==> config.mk <==
export PLATFORM = sky130hd
export DESIGN_NAME = sysctl_regs
export DESIGN_NICKNAME = d
export VERILOG_FILES = /design/src/rtl/sysctl_pkg.sv /design/src/rtl/sysctl_decode.sv /design/src/rtl/sysctl_mode_lock.sv /design/src/rtl/sysctl_ident_store.sv /design/src/rtl/sysctl_regs.sv
export SDC_FILE = /design/constraint.sdc
export NUM_CORES = 1
export LEC_CHECK = 0
export BUFFER_PORTS_ARGS = -buffer_cell sky130_fd_sc_hd__buf_2
export CORE_MARGIN = 4
export CORE_UTILIZATION = 38
export CTS_BUF_LIST = sky130_fd_sc_hd__clkbuf_4 sky130_fd_sc_hd__clkbuf_8 sky130_fd_sc_hd__clkbuf_16
export DETAILED_ROUTE_END_ITERATION = 7
export PLACE_DENSITY = 0.53
export SETUP_SLACK_MARGIN = 0.4
export SLEW_MARGIN = 20
export SYNTH_ARGS = -nofsm -noshare
export SYNTH_HDL_FRONTEND = slang
export SYNTH_SLANG_ARGS = --single-unit
==> constraint.sdc <==
create_clock -name clk -period 3.5 [get_ports clk]
set_clock_uncertainty 0.15 [all_clocks]
set_input_delay 0.7 -clock clk [delete_from_list [all_inputs] [get_ports clk]]
set_output_delay 0.7 -clock clk [all_outputs]
set_load 0.005 [all_outputs]
==> src/rtl/sysctl_pkg.sv <==
package sysctl_pkg;
  localparam int WORD_W = 32;

  localparam logic [7:0] OFS_NAME_LO = 8'h00;
  localparam logic [7:0] OFS_NAME_HI = 8'h04;
  localparam logic [7:0] OFS_VERSION = 8'h08;
  localparam logic [7:0] OFS_SWITCH  = 8'h20;
  localparam logic [7:0] OFS_LED     = 8'h24;
  localparam logic [7:0] OFS_LOADADR = 8'h30;
  localparam logic [7:0] OFS_LOADLEN = 8'h34;
  localparam logic [7:0] OFS_IDENT   = 8'h80;
  localparam logic [7:0] OFS_SERIAL  = 8'hC0;

  typedef enum logic [3:0] {
    TGT_NONE, TGT_NAME_LO, TGT_NAME_HI, TGT_VERSION, TGT_SWITCH,
    TGT_LED, TGT_LOADADR, TGT_LOADLEN, TGT_IDENT, TGT_SERIAL
  } target_e;
endpackage

==> src/rtl/sysctl_decode.sv <==
module sysctl_decode
  import sysctl_pkg::*;
#(
  parameter int ADDR_W      = 8,
  parameter int IDENT_WORDS = 8,
  parameter int SER_WORDS   = 2,
  localparam int IDENT_IW   = (IDENT_WORDS > 1) ? $clog2(IDENT_WORDS) : 1,
  localparam int SER_IW     = (SER_WORDS > 1) ? $clog2(SER_WORDS) : 1
) (
  input  logic [ADDR_W-1:0]   addr,
  input  logic [3:0]          be,
  output logic                whole_word,
  output target_e             tgt,
  output logic [IDENT_IW-1:0] ident_idx,
  output logic [SER_IW-1:0]   ser_idx
);
  localparam int IDENT_END = int'(OFS_IDENT) + 4 * IDENT_WORDS;
  localparam int SER_END   = int'(OFS_SERIAL) + 4 * SER_WORDS;

  logic [ADDR_W-1:0] word_addr;
  int                a_int;

  assign whole_word = (be == 4'b1111) && (addr[1:0] == 2'b00);
  assign word_addr  = addr >> 2;
  assign a_int      = int'(addr);
  // region bases are aligned to their region size, so low word bits index
  assign ident_idx  = word_addr[IDENT_IW-1:0];
  assign ser_idx    = word_addr[SER_IW-1:0];

  always_comb begin
    tgt = TGT_NONE;
    if (a_int >= int'(OFS_IDENT) && a_int < IDENT_END)      tgt = TGT_IDENT;
    else if (a_int >= int'(OFS_SERIAL) && a_int < SER_END)  tgt = TGT_SERIAL;
    else if (a_int == int'(OFS_NAME_LO))                    tgt = TGT_NAME_LO;
    else if (a_int == int'(OFS_NAME_HI))                    tgt = TGT_NAME_HI;
    else if (a_int == int'(OFS_VERSION))                    tgt = TGT_VERSION;
    else if (a_int == int'(OFS_SWITCH))                     tgt = TGT_SWITCH;
    else if (a_int == int'(OFS_LED))                        tgt = TGT_LED;
    else if (a_int == int'(OFS_LOADADR))                    tgt = TGT_LOADADR;
    else if (a_int == int'(OFS_LOADLEN))                    tgt = TGT_LOADLEN;
  end
endmodule

==> src/rtl/sysctl_mode_lock.sv <==
module sysctl_mode_lock (
  input  logic clk,
  input  logic rst,
  input  logic set_app,
  output logic app_q
);
  always_ff @(posedge clk) begin
    if (rst)          app_q <= 1'b0;
    else if (set_app) app_q <= 1'b1;
  end
endmodule

==> src/rtl/sysctl_ident_store.sv <==
module sysctl_ident_store #(
  parameter int WORDS  = 8,
  parameter int DATA_W = 32,
  localparam int IW    = (WORDS > 1) ? $clog2(WORDS) : 1
) (
  input  logic              clk,
  input  logic              rst,
  input  logic              wr_en,
  input  logic [IW-1:0]     idx,
  input  logic [DATA_W-1:0] wdata,
  output logic [DATA_W-1:0] rdata
);
  logic [DATA_W-1:0] word_q [WORDS];

  for (genvar g = 0; g < WORDS; g++) begin : g_word
    always_ff @(posedge clk) begin
      if (rst)                             word_q[g] <= '0;
      else if (wr_en && int'(idx) == g)    word_q[g] <= wdata;
    end
  end

  assign rdata = word_q[idx];
endmodule

==> src/rtl/sysctl_regs.sv <==
module sysctl_regs
  import sysctl_pkg::*;
#(
  parameter int          ADDR_W      = 8,
  parameter int          IDENT_WORDS = 8,
  parameter int          SER_WORDS   = 2,
  parameter logic [SER_WORDS*32-1:0] UDI_VALUE = 64'hA5C3_0F12_5E7D_9B41,
  parameter logic [31:0] NAME_LO     = 32'h6D74_6131,
  parameter logic [31:0] NAME_HI     = 32'h6D6B_6466,
  parameter logic [31:0] VERSION     = 32'h0000_0001
) (
  input  logic              clk,
  input  logic              rst,
  input  logic              req_valid,
  input  logic              req_we,
  input  logic [ADDR_W-1:0] req_addr,
  input  logic [3:0]        req_be,
  input  logic [31:0]       req_wdata,
  output logic [31:0]       rsp_rdata,
  output logic              rsp_err,
  output logic              app_mode,
  output logic [2:0]        led_rgb
);
  localparam int IDENT_IW = (IDENT_WORDS > 1) ? $clog2(IDENT_WORDS) : 1;
  localparam int SER_IW   = (SER_WORDS > 1) ? $clog2(SER_WORDS) : 1;

  target_e             tgt;
  logic                whole_word;
  logic [IDENT_IW-1:0] ident_idx;
  logic [SER_IW-1:0]   ser_idx;
  logic [31:0]         ident_rdata;
  logic [31:0]         load_adr_q, load_len_q;
  logic                wr_allowed, rd_allowed, do_wr, do_rd, refused;
  logic [31:0]         rd_value;

  sysctl_decode #(.ADDR_W(ADDR_W), .IDENT_WORDS(IDENT_WORDS), .SER_WORDS(SER_WORDS)) u_dec (
    .addr(req_addr), .be(req_be), .whole_word(whole_word), .tgt(tgt),
    .ident_idx(ident_idx), .ser_idx(ser_idx)
  );

  always_comb begin
    wr_allowed = 1'b0;
    rd_allowed = 1'b0;
    rd_value   = '0;
    unique case (tgt)
      TGT_NAME_LO: begin rd_allowed = 1'b1; rd_value = NAME_LO; end
      TGT_NAME_HI: begin rd_allowed = 1'b1; rd_value = NAME_HI; end
      TGT_VERSION: begin rd_allowed = 1'b1; rd_value = VERSION; end
      TGT_SWITCH:  wr_allowed = !app_mode;
      TGT_LED:     begin wr_allowed = 1'b1; rd_allowed = 1'b1; rd_value = {29'd0, led_rgb}; end
      TGT_LOADADR: begin wr_allowed = !app_mode; rd_allowed = 1'b1; rd_value = load_adr_q; end
      TGT_LOADLEN: begin wr_allowed = !app_mode; rd_allowed = 1'b1; rd_value = load_len_q; end
      TGT_IDENT:   begin wr_allowed = !app_mode; rd_allowed = 1'b1; rd_value = ident_rdata; end
      TGT_SERIAL:  begin rd_allowed = 1'b1; rd_value = UDI_VALUE[int'(ser_idx)*32 +: 32]; end
      default:     ;
    endcase
  end

  assign do_wr   = req_valid && whole_word && req_we && wr_allowed;
  assign do_rd   = req_valid && whole_word && !req_we && rd_allowed;
  assign refused = req_valid && !(do_wr || do_rd);

  sysctl_mode_lock u_lock (
    .clk(clk), .rst(rst), .set_app(do_wr && tgt == TGT_SWITCH), .app_q(app_mode)
  );

  sysctl_ident_store #(.WORDS(IDENT_WORDS), .DATA_W(32)) u_ident (
    .clk(clk), .rst(rst), .wr_en(do_wr && tgt == TGT_IDENT), .idx(ident_idx),
    .wdata(req_wdata), .rdata(ident_rdata)
  );

  always_ff @(posedge clk) begin
    if (rst) begin
      led_rgb    <= '0;
      load_adr_q <= '0;
      load_len_q <= '0;
      rsp_rdata  <= '0;
      rsp_err    <= 1'b0;
    end else begin
      if (do_wr && tgt == TGT_LED)     led_rgb    <= req_wdata[2:0];
      if (do_wr && tgt == TGT_LOADADR) load_adr_q <= req_wdata;
      if (do_wr && tgt == TGT_LOADLEN) load_len_q <= req_wdata;
      rsp_rdata <= do_rd ? rd_value : 32'd0;
      rsp_err   <= refused;
    end
  end
endmodule

==> flow_summary.ini, run 1 <==
[cells_and_area]
fin_area_um2 = 18400
num-nets-final = 1291
drive_above_1_share = 0.259
syn2layout_area_growth_pct = 16.5

[global_routing]
grt_pass1_wl_um = 67200
overflow = 0
grt_max_degree = 77
antenna_found_initial = 1
grt_usage = 0.203
grt_pass1_vias = 10000

[die]
die_h_um = 212
core-area_um2 = 40900
initial_core_util = 0.386
rows = 74
io_pins = 85
dieArea_um2 = 44900
die_w_um = 212

[logic_synthesis]
synth-seq-cells = 357
syn_area_per_cell_um2 = 13.9
ys.flop_type = edfxtp_1
synth_cell_types = 45
synth_area_um2 = 15800
syn_nets = 1185
synth_edf_count = 256
synth_seq_area_share = 0.615
syn_inst = 1137
ys_async_sr_fraction = 0
ys_warn_count = 0

[cts]
cts_resized = 0
cts_hold_buf = 0
cts_made_buffers = 40
clkSinkCount = 357
insertion_delay_ns = 0.55
h-tree-depth = 2
cts-root-buf = clkbuf_16
post_cts_buffers = 0
ctsLongestPathBuffers = 3
cts_tree = built
path_clk_slew_ns = 0.06

[timing]
setup_viol = 0
post-route-min-period_ns = 2.67
rsz0062_at_grt = no
fmax_ghz = 0.375
worstMarginPinSlew_ns = 0.821
slew_violations = 0
hold_viol = 0
tns_ns = 0
period_share = 0.762
relSlewSlack = 0.453

[power_and_ir_drop]
p_per_area_nw_per_um2 = 512
fin_total_pwr_uw = 9430
p_leak_uw = 0.00678
vdd_drop_max_uv = 318

[critical_path]
start_kind = primary input
max_stage_delay_ns = 0.75
cp_max_fo = 8
required_ns = 3.77
crit_chain = buf_2 -> or4_1 -> nor3_2 -> buf_4 -> nand2_1 -> a31oi_1
arrival_ns = 2.94
slowest_stage = or4_1
crit_path_end_kind = flip-flop
critical_path_class = primary input to flip-flop

[drt]
drt.antenna.violating_nets = 0
viasPerCell = 5.44
drc = 0
dr.pass1.iters = 5
vias = 9835
routed_wl_um = 45500
drtIter0Drc = 942
wl_per_cell_um = 25.2

[run_status]
status = finished clean

[placed_design]
port_buffers = 84
hpwl_um = 28700
place_area_um2 = 17100
place_congestion = 0.872

[min_path]
hold_class = primary input to flip-flop

[job]
drv_cap = 0
## routing by layer
| metal | track usage | routed length, um | up-vias |
|---|---|---|---|
| met2 | 0.324 | 21600 | 340 |
| met5 | 0 | 0 | - |
| met4 | 0.0680 | 1320 | 0 |
| met1 | 0.288 | 20000 | 4978 |
| met3 | 0.0285 | 2620 | 72 |
| li1 | - | - | 4445 |
## cell type report
| cell class | count | area [um2] |
|---|---|---|
| diodes | 1 | 2.50 |
| fillers | 3676 | 22500 |
| multi-input cells | 687 | 5560 |
| well taps | 532 | 666 |
| repair buffers | 154 | 1140 |
| inverters | 3 | 11.3 |
| clock inverters | 15 | 108 |
| clock buffers | 59 | 1220 |
| flip-flops and latches | 357 | 9710 |
## Yosys cell counts, types with 3 or more instances
master    instances  area share
and3_1           66       0.026
a31oi_1           4      0.0016
nor3_1            9      0.0029
and2_1          193       0.076
nand3_1          10      0.0032
nor2b_1           4      0.0016
buf_12            3      0.0038
clkbuf_1         42       0.010
nor2_1           75       0.018
a221oi_1          8      0.0044
nor3_4            8      0.0082
dfxtp_1         101        0.13
a31o_2            6      0.0033
a21o_1            3      0.0014
buf_6            21       0.015
buf_1             6      0.0014
buf_2            17      0.0054
edfxtp_1        256        0.49
o21ai_0          10      0.0032
or3_1             3      0.0012
inv_1             3     0.00071
nand2_1          43       0.010
a221o_1           3      0.0019
mux2_2           12      0.0086
mux2i_1          69       0.044
a22oi_1          33       0.016
a21oi_1          43       0.014
mux4_2           64       0.091
## worst max-delay path, delay by kind of cell
kind | cells | cell delay, ns
buf+inv | 2 | 0.47
simple gates | 3 | 1.41
compound gates | 1 | 0.36
## state kept, by name, summed over array words and instances (netlist names)
register        count
rsp_rdata          32
load_adr_q         32
u_ident.word_q    256
u_lock.app_q        1
led_rgb             3
rsp_err             1
load_len_q         32
## kinds of logic (layout without fill, tap and decap cells)
group                  after synthesis  after routing  share of synthesized area
other                                0              1                          0
AO/OA/AOI/OAI                      116            116                     0.0488
flip-flops                         357            357                      0.615
buffers and inverters               93            231                     0.0367
AND/OR/NAND/NOR                    426            426                      0.156
multiplexers                       145            145                      0.144
## report_power, final
| group | switching (uW) | internal (uW) | leakage (uW) |
|---|---|---|---|
| combinational | 328 | 208 | 0.00286 |
| sequential | 40.0 | 4670 | 0.00324 |
| clock | 1700 | 2490 | 0.000675 |
## metrics by stage
step / hold slack [ns] / cells / worst slack, ns / utilization
after floorplan: 0.304 / 1137 / 0.464 / -
after global placement: 0.316 / 1733 / 0.304 / 0.417
after detailed placement: 0.329 / 1733 / 0.301 / 0.417
after CTS: 0.228 / 1807 / 0.893 / 0.450
after global routing: 0.254 / 1807 / 0.809 / 0.450
final: 0.255 / 1808 / 0.832 / 0.450
## path summary, 6_finish.rpt
check                           depth (start not counted)                    end           from  slack [ns]
worst min-delay path                                    2                rsp_err      req_valid        0.25
worst max register to register                          5  u_ident.word_q[7][19]   u_lock.app_q        1.17
worst max-delay path                                    6          rsp_rdata[17]    req_addr[1]        0.83
worst min register to register                          2          load_len_q[9]  load_len_q[9]        0.34
## layout by cell type (no fill, tap or decap), drive strengths merged, types with 3 or more instances in the layout
cell | netlist | layout
edfxtp | 256 | 256
and2 | 193 | 193
buf | 48 | 154
dfxtp | 101 | 101
nor2 | 75 | 75
mux2i | 69 | 69
and3 | 66 | 66
mux4 | 64 | 64
clkbuf | 42 | 59
nand2 | 43 | 43
a21oi | 43 | 43
a22oi | 33 | 33
nor3 | 19 | 19
mux2 | 12 | 12
clkinv | 0 | 12
o21ai | 10 | 10
nand3 | 10 | 10
a221oi | 8 | 8
a31o | 6 | 6
inv | 3 | 5
nor2b | 4 | 4
a31oi | 4 | 4
a21o | 4 | 4
or3 | 3 | 3
a221o | 3 | 3
Note: power is estimated with default switching activity, not from simulation.
==> run 2: changes to the inputs <==
==> constraint.sdc (replaced) <==
create_clock -name clk -period 2.7 [get_ports clk]
set_clock_uncertainty 0.15 [all_clocks]
set_input_delay 0.54 -clock clk [delete_from_list [all_inputs] [get_ports clk]]
set_output_delay 0.54 -clock clk [all_outputs]
set_load 0.005 [all_outputs]
==> flow_summary.ini, run 2 (same netlist as run 1, synthesis figures left out) <==
[run_status]
status = finished clean

[critical_path]
critPathBufInv = 2
slowest_stage = dfxtp_1
crit_path_end_kind = flip-flop
r2r_cells = 6
max_stage_delay_ns = 0.38
cp_max_fo = 13
rrSetupSlack_ns = 0.55
cp_top_family = simple AND/OR/NAND/NOR gates
timing.rr.start = u_lock.app_q
critical_path_class = flip-flop to flip-flop
start_kind = flip-flop
required_ns = 2.80
arrival_ns = 2.25
crit_chain = a41o_1 -> or3_1 -> buf_4 -> nor2_4 -> a21o_4 -> buf_12
r2r-end = u_ident.word_q[7][20]

[drt]
drt.antenna.violating_nets = 0
vias = 9933
drtIter0Drc = 633
routed_wl_um = 45900
viasPerCell = 5.40
wl_per_cell_um = 25.0
dr.pass1.iters = 5
drc = 0

[timing]
hold_viol = 0
setup_viol = 0
period_share = 0.795
relSlewSlack = 0.336
hold-worst-slack_ns = 0.121
fmax_ghz = 0.466
rsz0062_at_grt = no
slew_violations = 0
worstMarginPinSlew_ns = 0.986
post-route-min-period_ns = 2.15

[die]
die_h_um = 212
io_pins = 85
initial_core_util = 0.386
dieArea_um2 = 44900
rows = 74
core-area_um2 = 40900
die_w_um = 212

[global_routing]
overflow = 0
grt_max_degree = 53
grt_usage = 0.207
grt_pass1_wl_um = 68800
grt_pass1_vias = 10400
antenna_found_initial = 1

[cts]
h-tree-depth = 2
path_clk_slew_ns = 0.06
cts_resized = 0
ctsLongestPathBuffers = 3
cts_hold_buf = 0
post_cts_buffers = 0
cts_tree = built
insertion_delay_ns = 0.55
clkSinkCount = 357
cts-root-buf = clkbuf_16
cts_made_buffers = 40

[placed_design]
hpwl_um = 30100
place_congestion = 0.880
place_area_um2 = 17700
port_buffers = 84

[power_and_ir_drop]
vdd_drop_max_uv = 421
p_leak_uw = 0.00702
fin_total_pwr_uw = 12200
p_per_area_nw_per_um2 = 641

[cells_and_area]
largest_register_ffs = 256
fin_area_um2 = 19000
final_cell_mix = 256 x edfxtp_1, 193 x and2_1, 101 x dfxtp_1, 81 x buf_2, 72 x nor2_1
layout_commonest_cell = edfxtp_1
top_register = u_ident.word_q
syn2layout_area_growth_pct = 20.0
diodes = 0
final_util = 0.463
num-nets-final = 1323
drive_above_1_share = 0.278

[min_path]
min_from = req_valid
hold_depth = 2
hold_class = primary input to flip-flop
min_to = rsp_err

[job]
drv_cap = 0
run 2: worst reg2reg max path, cell delays in order, from the launching register on:
cell and delay (ns):
dfxtp_1 0.38, a41o_1 0.24, or3_1 0.37, buf_4 0.21, nor2_4 0.12, a21o_4 0.20
buf_12 0.17
run 2: layout make-up:
| class | instances | area [um2] |
|---|---|---|
| clock inverter | 15 | 76.3 |
| clock buffer | 59 | 1200 |
| tap | 532 | 666 |
| timing repair buffer | 186 | 1640 |
| sequential | 357 | 9710 |
| fill | 3704 | 22000 |
| inverter | 3 | 11.3 |
| multi-input combinational | 687 | 5650 |
run 2: report_power, final:
part	leakage [uW]	switching (uW)	internal, uW
clock	0.000654	2180	3100
combinational	0.00312	442	323
sequential	0.00324	57.2	6050
total	0.00702	2680	9470
run 2: per-layer routing:
| metal | GRT usage | routed length, um | vias up |
|---|---|---|---|
| met4 | 0.0493 | 857 | 0 |
| met2 | 0.348 | 22600 | 252 |
| li1 | - | - | 4498 |
| met5 | 0 | 0 | - |
| met3 | 0.0250 | 1870 | 55 |
| met1 | 0.289 | 20600 | 5128 |
run 2: worst max-delay path by stage:
stage / startpoint / to / slack (ns) / cells after the start
finish: u_lock.app_q / u_ident.word_q[7][20] / 0.55 / 6
CTS: u_lock.app_q / u_ident.word_q[7][20] / 0.55 / 6
floorplan: req_addr[6] / u_ident.word_q[7][0] / 0.22 / 6
global route: u_lock.app_q / u_ident.word_q[7][20] / 0.47 / 6
detailed placement: req_addr[5] / rsp_rdata[17] / -0.004 / 6
global placement: req_addr[5] / rsp_rdata[17] / 0.02 / 6
run 2: metrics by stage:
stage / setup TNS (ns) / setup slack, ns / cells
floorplan: 0 / 0.221 / 1137
global placement: 0 / 0.0239 / 1765
finish: 0 / 0.554 / 1839
global route: 0 / 0.475 / 1839
CTS: 0 / 0.549 / 1839
detailed placement: -0.00433 / -0.00433 / 1765
==> run 3: changes to the inputs <==
==> constraint.sdc (replaced) <==
create_clock -name clk -period 2.2 [get_ports clk]
set_clock_uncertainty 0.15 [all_clocks]
set_input_delay 0.44 -clock clk [delete_from_list [all_inputs] [get_ports clk]]
set_output_delay 0.44 -clock clk [all_outputs]
set_load 0.005 [all_outputs]
==> flow_summary.ini, run 3 (same netlist as run 1, synthesis figures left out) <==
[run_status]
status = finished clean

[die]
rows = 74
dieArea_um2 = 44900
initial_core_util = 0.386
die_h_um = 212
core-area_um2 = 40900
die_w_um = 212
io_pins = 85

[global_routing]
use_met2 = 0.379
grt_usage = 0.233
busiest_layer = met2
grtUsageMet3 = 0.0351
met1_usage = 0.325
overflow = 0
antenna_found_initial = 2
grt_max_degree = 80
grt_pass1_vias = 11000
grt_pass1_wl_um = 76500

[power_and_ir_drop]
p_sw_uw = 3460
pwr-share-seq = 0.489
power.internal_uw = 11800
p_leak_uw = 0.00858
p_comb_frac = 0.084
netSwitchingFraction = 0.226
vdd_drop_max_uv = 707
p_per_area_nw_per_um2 = 682
pwr-share-clk = 0.427

[cts]
clkSinkCount = 357
path_clk_slew_ns = 0.06
cts_hold_buf = 0
h-tree-depth = 2
cts_made_buffers = 40
cts-root-buf = clkbuf_16
insertion_delay_ns = 0.57
ctsLongestPathBuffers = 3
cts_tree = built

[timing]
slew_violations = 0
rsz0062_at_grt = yes
setup_viol = 0
post-route-min-period_ns = 2.11
period_share = 0.957
hold_viol = 0
worstMarginPinSlew_ns = 0.478
relSlewSlack = 0.681
fmax_ghz = 0.475
fin_ws_ns = 0.0937

[drt]
routed_wl_um = 55000
drt.antenna.violating_nets = 0
wl_per_cell_um = 27.4
drtIter0Drc = 1082
vias = 11100
drc = 0
dr.pass1.iters = 5
viasPerCell = 5.52

[critical_path]
crit_path_end_kind = flip-flop
worst_path_most_repeated_cell = buf_12
cp_max_fo = 6
critical_path_class = flip-flop to flip-flop
max_stage_delay_ns = 0.33
slowest_stage = dfxtp_2
start_kind = flip-flop
required_ns = 2.33
crit_chain = a41o_1 -> buf_6 -> nor3_4 -> buf_12 -> a31o_4 -> buf_12 -> buf_12 -> clkbuf_16
arrival_ns = 2.24

[cells_and_area]
top_register = u_ident.word_q
fill_cells = 3283
register_area_um2 = 9710
multi_input_area_um2 = 6130
final_cell_mix = 256 x edfxtp_1, 130 x and2_1, 100 x dfxtp_1, 98 x buf_4, 77 x buf_2
fin_cells = 2007
layout_commonest_cell = edfxtp_1
drive_above_1_share = 0.444
syn2layout_area_growth_pct = 42.0
num-nets-final = 1490
largest_register_ffs = 256

[min_path]
hold_class = primary input to flip-flop

[job]
drv_cap = 0

[placed_design]
place_congestion = 0.944
dp_slack_ns = -0.485
dp.cells = 1804
port_buffers = 84
hpwl_um = 30400
[run 3: cell count changes in the layout (fill, tap and decap cells not counted), sizes merged]
| cell | delta |
|---|---|
| clkinv | +1 |
| diode | +1 |
| clkbuf | +13 |
| clkinvlp | +1 |
| bufinv | +1 |
| buf | +151 |
[run 3: what timing repair did]
action / in CTS / in global routing
setup endpoints to repair: 597 / 603
setup buffers: 55 / 21
resized for setup: 108 / 143
cloned: 36 / 16
endpoints found under the hold margin: 0 / 0
pin swaps: 9 / 43
[run 3: final timing paths]
| check | startpoint | to | slack (ns) | cells after the start |
|---|---|---|---|---|
| setup / recovery | u_lock.app_q | u_ident.word_q[6][2] | 0.09 | 8 |
| hold / removal | req_wdata[10] | load_len_q[10] | 0.12 | 3 |
| setup reg to reg | u_lock.app_q | u_ident.word_q[6][2] | 0.09 | 8 |
| hold reg to reg | load_adr_q[9] | load_adr_q[9] | 0.34 | 2 |
[run 3: per-layer routing]
layer | wire, um | part of all wire | vias up
met4 | 1830 | 0.033 | 2
met1 | 23300 | 0.42 | 5643
met2 | 26400 | 0.48 | 444
met5 | 40 | 0.00073 | -
met3 | 3400 | 0.062 | 108
li1 | - | - | 4872
[run 3: layout make-up]
type / count / area share
multi-input cells: 687 / 0.273
diodes: 1 / 0.000112
flip-flops and latches: 357 / 0.433
repair buffers: 353 / 0.206
clock inverters: 18 / 0.00547
well taps: 532 / 0.0297
clock buffers: 56 / 0.0516
inverters: 3 / 0.000502
[run 3: power groups by stage]
stage               Clock, uW  Sequential, uW  Combinational, uW
floorplan                   0            7600                496
global placement            0            7620                977
detailed placement          0            7630                978
CTS                      6630            7490               1180
global route             6920            7510               1330
finish                   6540            7490               1280
[run 3: per-stage QoR]
step / util / instance area, um2 / hold WS (ns) / TNS [ns] / total power (uW)
final: 0.548 / 22400 / 0.118 / 0 / 15300
after global routing: 0.548 / 22400 / 0.129 / 0 / 15800
after CTS: 0.522 / 21300 / 0.0837 / 0 / 15300
after detailed placement: 0.443 / 18100 / 0.330 / -197.37 / 8610
after global placement: 0.443 / 18100 / 0.317 / -156.81 / 8600
after floorplan: - / 16100 / 0.304 / -26.17 / 8090
[run 3: critical path, delay by kind of cell (launching register included)]
kind	cells	cell delay (ns)
AO/OA/AOI/OAI	2	0.41
buffers and inverters	5	0.68
flip-flops	1	0.33
AND/OR/NAND/NOR	1	0.25
